[config.mk]
export PLATFORM = sky130hd
export DESIGN_NAME = bsm_block_master
export DESIGN_NICKNAME = d
export VERILOG_FILES = /design/src/rtl/bsm_pkg.sv /design/src/rtl/bsm_baud_div.sv /design/src/rtl/bsm_blk_timer.sv /design/src/rtl/bsm_shift_engine.sv /design/src/rtl/bsm_block_master.sv
export SDC_FILE = /design/constraint.sdc
export NUM_CORES = 1
export LEC_CHECK = 0
export BUFFER_PORTS_ARGS = -buffer_cell sky130_fd_sc_hd__buf_2
export CAP_MARGIN = 20
export CELL_PAD_IN_SITES_DETAIL_PLACEMENT = 0
export CELL_PAD_IN_SITES_GLOBAL_PLACEMENT = 1
export CORE_MARGIN = 2
export CORE_UTILIZATION = 36
export CTS_CLUSTER_SIZE = 14
export DETAILED_ROUTE_END_ITERATION = 16
export PLACE_DENSITY = 0.71
export SLEW_MARGIN = 20
export SYNTH_ARGS = -nofsm -noshare
export SYNTH_HDL_FRONTEND = slang
export SYNTH_SLANG_ARGS = --single-unit
[constraint.sdc]
create_clock -name clk -period 2.5 [get_ports clk]
set_input_delay 0.25 -clock clk [delete_from_list [all_inputs] [get_ports clk]]
set_output_delay 0.25 -clock clk [all_outputs]
set_load 0.05 [all_outputs]
[src/rtl/bsm_pkg.sv]
package bsm_pkg;
  localparam int BLK_BYTES = 8;
  localparam int BYTE_BITS = 8;
  localparam int BLK_BITS  = BLK_BYTES * BYTE_BITS;

  // quarter of one bit period, named by what the shift clock does next
  typedef enum logic [1:0] {
    PH_LEAD = 2'd0,
    PH_LOW1 = 2'd1,
    PH_LOW2 = 2'd2,
    PH_HIGH = 2'd3
  } phase_e;
endpackage

[src/rtl/bsm_baud_div.sv]
module bsm_baud_div #(
  parameter int DIV_W = 8
) (
  input  logic             clk,
  input  logic             rst_n,
  input  logic             run,
  input  logic [DIV_W-1:0] reload,
  output logic             tick
);
  logic [DIV_W-1:0] cnt_q;

  // held at the reload value while idle, so every block starts phase-aligned
  always_ff @(posedge clk or negedge rst_n) begin
    if (!rst_n)              cnt_q <= '0;
    else if (!run)           cnt_q <= reload;
    else if (cnt_q == '0)    cnt_q <= reload;
    else                     cnt_q <= cnt_q - DIV_W'(1);
  end

  assign tick = run && (cnt_q == '0);
endmodule

[src/rtl/bsm_blk_timer.sv]
module bsm_blk_timer #(
  parameter int CYC_W = 16
) (
  input  logic             clk,
  input  logic             rst_n,
  input  logic             en,
  input  logic [CYC_W-1:0] period,
  input  logic [CYC_W-1:0] hold_min,
  input  logic             busy,
  input  logic             done,
  output logic             start,
  output logic             wrap
);
  logic [CYC_W-1:0] cnt_q;
  logic [CYC_W-1:0] idle_q;
  logic [CYC_W:0]   cnt_nxt;

  assign cnt_nxt = {1'b0, cnt_q} + (CYC_W+1)'(1);

  always_ff @(posedge clk or negedge rst_n) begin
    if (!rst_n)                        cnt_q <= '0;
    else if (cnt_nxt >= {1'b0, period}) cnt_q <= '0;
    else                               cnt_q <= cnt_nxt[CYC_W-1:0];
  end

  // quiet-time counter, saturating, starts full so the first block may go
  always_ff @(posedge clk or negedge rst_n) begin
    if (!rst_n)                        idle_q <= '1;
    else if (done)                     idle_q <= '0;
    else if (!busy && idle_q != '1)    idle_q <= idle_q + CYC_W'(1);
  end

  assign wrap  = (cnt_q == '0);
  assign start = wrap && en && !busy && (idle_q >= hold_min);
endmodule

[src/rtl/bsm_shift_engine.sv]
module bsm_shift_engine
  import bsm_pkg::*;
#(
  parameter int GAP_W = 4
) (
  input  logic                clk,
  input  logic                rst_n,
  input  logic                start,
  input  logic                tick,
  input  logic [GAP_W-1:0]    gap_len,
  input  logic [BLK_BITS-1:0] tx_block,
  input  logic                sdi,
  output logic                busy,
  output logic                sclk,
  output logic                sdo,
  output logic                done,
  output logic [BLK_BITS-1:0] rx_shift
);
  localparam int GC_W   = GAP_W + 2;
  localparam int BIT_W  = $clog2(BYTE_BITS);
  localparam int BYTE_W = $clog2(BLK_BYTES);

  phase_e              ph_q;
  logic [BIT_W-1:0]    bit_q;
  logic [BYTE_W-1:0]   byte_q;
  logic                in_gap_q;
  logic [GC_W-1:0]     gap_cnt_q;
  logic [BLK_BITS-1:0] tx_sh_q;
  logic                last_bit, last_byte;

  assign last_bit  = (bit_q == BIT_W'(BYTE_BITS-1));
  assign last_byte = (byte_q == BYTE_W'(BLK_BYTES-1));
  assign done      = busy && tick && !in_gap_q && (ph_q == PH_HIGH) && last_bit && last_byte;

  always_ff @(posedge clk or negedge rst_n) begin
    if (!rst_n) begin
      busy      <= 1'b0;
      sclk      <= 1'b1;
      sdo       <= 1'b1;
      ph_q      <= PH_LEAD;
      bit_q     <= '0;
      byte_q    <= '0;
      in_gap_q  <= 1'b0;
      gap_cnt_q <= '0;
      tx_sh_q   <= '0;
      rx_shift  <= '0;
    end else if (start) begin
      busy      <= 1'b1;
      sclk      <= 1'b1;
      ph_q      <= PH_LEAD;
      bit_q     <= '0;
      byte_q    <= '0;
      in_gap_q  <= 1'b0;
      gap_cnt_q <= '0;
      tx_sh_q   <= tx_block;
    end else if (busy && tick) begin
      if (in_gap_q) begin
        if (gap_cnt_q == '0) in_gap_q  <= 1'b0;
        else                 gap_cnt_q <= gap_cnt_q - GC_W'(1);
      end else begin
        unique case (ph_q)
          PH_LEAD: begin
            sclk    <= 1'b0;
            sdo     <= tx_sh_q[0];
            tx_sh_q <= tx_sh_q >> 1;
            ph_q    <= PH_LOW1;
          end
          PH_LOW1: ph_q <= PH_LOW2;
          PH_LOW2: begin
            sclk     <= 1'b1;
            rx_shift <= {sdi, rx_shift[BLK_BITS-1:1]};
            ph_q     <= PH_HIGH;
          end
          PH_HIGH: begin
            ph_q <= PH_LEAD;
            if (last_bit) begin
              bit_q <= '0;
              if (last_byte) begin
                busy <= 1'b0;
              end else begin
                byte_q <= byte_q + BYTE_W'(1);
                if (gap_len != '0) begin
                  in_gap_q  <= 1'b1;
                  gap_cnt_q <= {gap_len, 2'b00} - GC_W'(1);
                end
              end
            end else begin
              bit_q <= bit_q + BIT_W'(1);
            end
          end
          default: ph_q <= PH_LEAD;
        endcase
      end
    end
  end

  // the clock rests high through every inter-byte gap
  a_r5_gap_clock_high: assert property (@(posedge clk) disable iff (!rst_n)
    in_gap_q |-> sclk)
    else $error("a_r5_gap_clock_high");

  // data is frozen while the shift clock stays low
  a_r3_sdo_hold_low: assert property (@(posedge clk) disable iff (!rst_n)
    (!sclk && $past(!sclk)) |-> $stable(sdo))
    else $error("a_r3_sdo_hold_low");

  // the last tick of a block releases the engine
  a_r8_done_ends_busy: assert property (@(posedge clk) disable iff (!rst_n)
    done |=> !busy)
    else $error("a_r8_done_ends_busy");
endmodule

[src/rtl/bsm_block_master.sv]
module bsm_block_master
  import bsm_pkg::*;
#(
  parameter int DIV_W = 8,
  parameter int GAP_W = 4,
  parameter int CYC_W = 16
) (
  input  logic                clk,
  input  logic                rst_n,
  input  logic                en,
  input  logic [DIV_W-1:0]    div_m1,
  input  logic [GAP_W-1:0]    byte_gap,
  input  logic [CYC_W-1:0]    blk_period,
  input  logic [CYC_W-1:0]    hold_min,
  input  logic [BLK_BITS-1:0] tx_block,
  input  logic                sdi,
  output logic                sclk,
  output logic                sdo,
  output logic [BLK_BITS-1:0] rx_block,
  output logic                rx_valid
);
  logic                tick, start, wrap, busy, done;
  logic [BLK_BITS-1:0] rx_shift;

  bsm_baud_div #(.DIV_W(DIV_W)) u_div (
    .clk(clk), .rst_n(rst_n), .run(busy), .reload(div_m1), .tick(tick)
  );

  bsm_blk_timer #(.CYC_W(CYC_W)) u_tmr (
    .clk(clk), .rst_n(rst_n), .en(en), .period(blk_period), .hold_min(hold_min),
    .busy(busy), .done(done), .start(start), .wrap(wrap)
  );

  bsm_shift_engine #(.GAP_W(GAP_W)) u_eng (
    .clk(clk), .rst_n(rst_n), .start(start), .tick(tick), .gap_len(byte_gap),
    .tx_block(tx_block), .sdi(sdi), .busy(busy), .sclk(sclk), .sdo(sdo),
    .done(done), .rx_shift(rx_shift)
  );

  always_ff @(posedge clk or negedge rst_n) begin
    if (!rst_n) begin
      rx_valid <= 1'b0;
      rx_block <= '0;
    end else begin
      rx_valid <= done;
      if (done) rx_block <= rx_shift;
    end
  end

  // strobe never lasts two cycles
  a_r8_valid_single: assert property (@(posedge clk) disable iff (!rst_n)
    rx_valid |=> !rx_valid)
    else $error("a_r8_valid_single");

  // clock at rest outside a block
  a_r2_idle_high: assert property (@(posedge clk) disable iff (!rst_n)
    !busy |-> sclk)
    else $error("a_r2_idle_high");

  // a block only ever begins in the wrap slot
  a_r6_start_at_wrap: assert property (@(posedge clk) disable iff (!rst_n)
    $rose(busy) |-> $past(wrap))
    else $error("a_r6_start_at_wrap");
endmodule

==> summary.txt <==
Worst setup path
  – CP startpoint kind: flop
  – WP data arrival: 3.00 ns
  – Worst path cell trace: and4_4 > and2_4 > nand2_1 > xnor2_2 > ha_1 > a21o_1 > a211oi_2 > nor2_2 > nor3_4 > buf_6 > o22ai_4 > nor3_2
  – Setup slack, reg-to-reg: -0.04 ns
  – CP peak stage delay: 0.35 ns
  – Critical setup path kind: flop to flop
  – Worst path slowest cell: dfrtp_1
  – Required time worst endpoint: 2.95 ns
  – Critical path capture point type: flop
  – Worst-path maximum fanout: 8

Layout
  – Post-Layout Inst Area: 15890 sq um
  – Core Util, Final: 0.4884
  – Final Non-Filler Cells: 1895
  – Antenna Cells: 0
  – NumNets Final: 1590
  – P&R area growth vs syn: 33.71%
  – Share of layout cells above drive strength 1: 0.2946

CTS
  – CTS H-Tree Depth: 1
  – CTS tree: yes
  – CTS Sinks: 251
  – Clock latency on the worst-skew pair: 0.54 ns
  – Clk root buf: clkbuf_16
  – Max Buffers Root-to-Sink: 3
  – Reg clk slew, reported paths: 0.06 ns
  – CTS buffer count: 29

Die
  – Die X: 185.7 um
  – Die area: 34480 sq um
  – Initial Utilization: 0.3653
  – Chip height: 185.7 um
  – Row cnt: 66
  – Ports: 179
  – Core Region: 32540 sq um

Synth
  – Syn_area_per_cell: 10.60 sq um
  – Largest area contributor in the netlist: dfrtp_1
  – Count leader, synth: dfrtp_1
  – Main synth FF type: dfrtp_1
  – Most frequent cells after synthesis: dfrtp_1 (233), nand2_1 (223), nor2_1 (102)
  – Mapped Nets: 1281
  – FFs w/ async S/R, synth: 1.000
  – Mapped Area: 11880 sq um
  – Flops & latches, synth: 251
  – Top cell type's share of synthesized area: 0.4906
  – Post-synth EDFFs: 0
  – Mapped Cells: 1121
  – Top post-synthesis cells by area: dfrtp_1 (49%), nand2_1 (7.0%), mux2i_1 (5.6%)
  – Synth cell types: 52
  – Warnings, synthesis: 0
  – Register area share after synthesis: 0.5304

Power and ir drop
  – Pwr Density: 614.1 nW/um^2
  – Clk pwr share: 0.439
  – Net Sw Frac: 0.2374
  – Max IR drop VDD: 0.6065 mV
  – Total power: 9.759 mW
  – Seq pwr share: 0.429
  – Combinational share of power: 0.132
  – Pleak: 8.279 nW
  – P_sw: 2.317 mW
  – Internal: 7.442 mW

Hold path
  – Tightest Hold Check Type: primary input to flop

Route
  – Number of DRC markers in iteration 0: 346
  – Vias per cell: 4.709
  – Via count: 8923
  – DRT Pass-1 Iters: 4
  – DRT Wirelength: 27550 um
  – Antenna Nets Post-Route: 0
  – WL per Instance: 14.54 um
  – DRC Markers: 0

Timing
  – Skew final: 0.01033 ns
  – RSZ-0062 raised after global routing: true
  – Max Fclk: 393.1 MHz
  – Final Setup Violations: 7
  – Rel. slew slack: 0.6358
  – Final WS setup: -0.04405 ns
  – Minimum clock period: 2.544 ns
  – Final clock period utilization by the worst path: 1.018
  – Max-slew violations: 0
  – Least-Margin Pin Slew: 0.5393 ns
  – Worst hold slack: 0.09647 ns
  – Post-route setup TNS: -0.1226 ns
  – Final hold vios: 0

GRT
  – Largest net degree at the start of global routing: 72
  – Total track usage: 0.1544
  – Initial antenna violation count: 0
  – GR Overflow Total: 0
  – First-pass GRT wire length: 43960 um
  – Vias in the first global route: 8927

Outcome
  – Failing checks: negative setup slack
  – Status: finished with violations

Placement
  – Pre-CTS setup slack: -0.2741 ns
  – Area after DPL: 13570 sq um
  – PortBufs: 178
  – Placed cell count: 1739
  – GP Congestion: 0.7678
  – DP HPWL: 17360 um

Flow run
  – Max Cap Violations: 0
[cell type report]
type                            instances  area, sq um
Fill cell                            3045        16650
Sequential cell                       251         6304
Multi-Input combinational cell        772         5355
Timing Repair Buffer                  328         2525
Clock buffer                           45        845.8
Tap cell                              442        553.0
Inverter                               48        180.2
Clock inverter                          9        127.6
[flip-flops by register name (all words and copies together) (netlist names), 6 cells and up]
register,count
u_eng.rx_shift,64
rx_block,64
u_eng.gap_cnt_q,6
u_tmr.idle_q,16
u_tmr.cnt_q,16
u_eng.tx_sh_q,64
u_div.cnt_q,8
[power groups by stage]
| stage | Sequential (mW) | Combinational [mW] | Clock (mW) |
|---|---|---|---|
| global placement | 4.25 | 0.847 | 0 |
| floorplan | 4.28 | 0.369 | 0 |
| global route | 4.19 | 1.41 | 4.62 |
| CTS | 4.18 | 1.14 | 4.45 |
| finish | 4.19 | 1.28 | 4.29 |
| detailed placement | 4.25 | 0.857 | 0 |
[critical path, delay by kind of cell, from the launching register on]
kind	cells	cell delay (ns)
AND/OR/NAND/NOR	6	1.02
AO/OA/AOI/OAI	3	0.50
flip-flops	1	0.35
adder cells (fa/ha/maj)	1	0.31
XOR/XNOR	1	0.15
buffers and inverters	1	0.15
[cells in the final DEF, fill, tap and decap left out, types with 15 or more instances in the layout]
cell type,instances
a21oi_1,27
a21oi_2,50
buf_2,177
buf_4,52
clkbuf_16,34
dfrtp_1,233
dfstp_2,18
dlygate4sd3_1,74
ha_1,45
inv_1,46
mux2_1,49
mux2_2,16
mux2i_1,66
nand2_1,221
nand3_1,29
nor2_1,98
o21ai_1,15
xnor2_1,17
[layer usage]
metal  GRT usage  part of all wire  up-vias
met2      0.2529              0.46      148
met5           0                 0        -
met1      0.2131              0.47     4326
met4     0.03811             0.020        0
li1            -                 -     4409
met3     0.02622             0.042       40
[worst paths after layout]
check	from	end	cells past startpoint
min in group asynchronous	rst_n	u_eng.tx_sh_q[41]$_DFFE_PN0P_	2
max reg2reg	u_tmr.cnt_q[2]$_DFF_PN0_	u_tmr.cnt_q[0]$_DFF_PN0_	12
max in group asynchronous	rst_n	rx_block[4]$_DFFE_PN0P_	3
min	byte_gap[0]	u_eng.gap_cnt_q[2]$_DFFE_PN0P_	4
max	u_tmr.cnt_q[2]$_DFF_PN0_	u_tmr.cnt_q[0]$_DFF_PN0_	12
min reg2reg	rx_block[8]$_DFFE_PN0P_	rx_block[8]$_DFFE_PN0P_	2
[cell families after synthesis]
logic type	after synthesis	share of synthesized area
xor gates and xnor gates	33	0.02432
and+or+nand+nor	428	0.1571
muxes	131	0.1172
adders and majority gates	48	0.05054
buffers and inverters	99	0.04338
AOI/OAI and AO/OA	131	0.07707
DFF	251	0.5304
[what timing repair did]
action	4_1_cts	5_1_grt
gates resized for setup	29	27
endpoints found under the setup margin	16	84
buffers inserted	12	11
cloned	1	5
hold buffers	74	0
pin swaps	19	26
hold endpoints to repair	131	0
No activity file was read; power rests on OpenSTA's default activity.
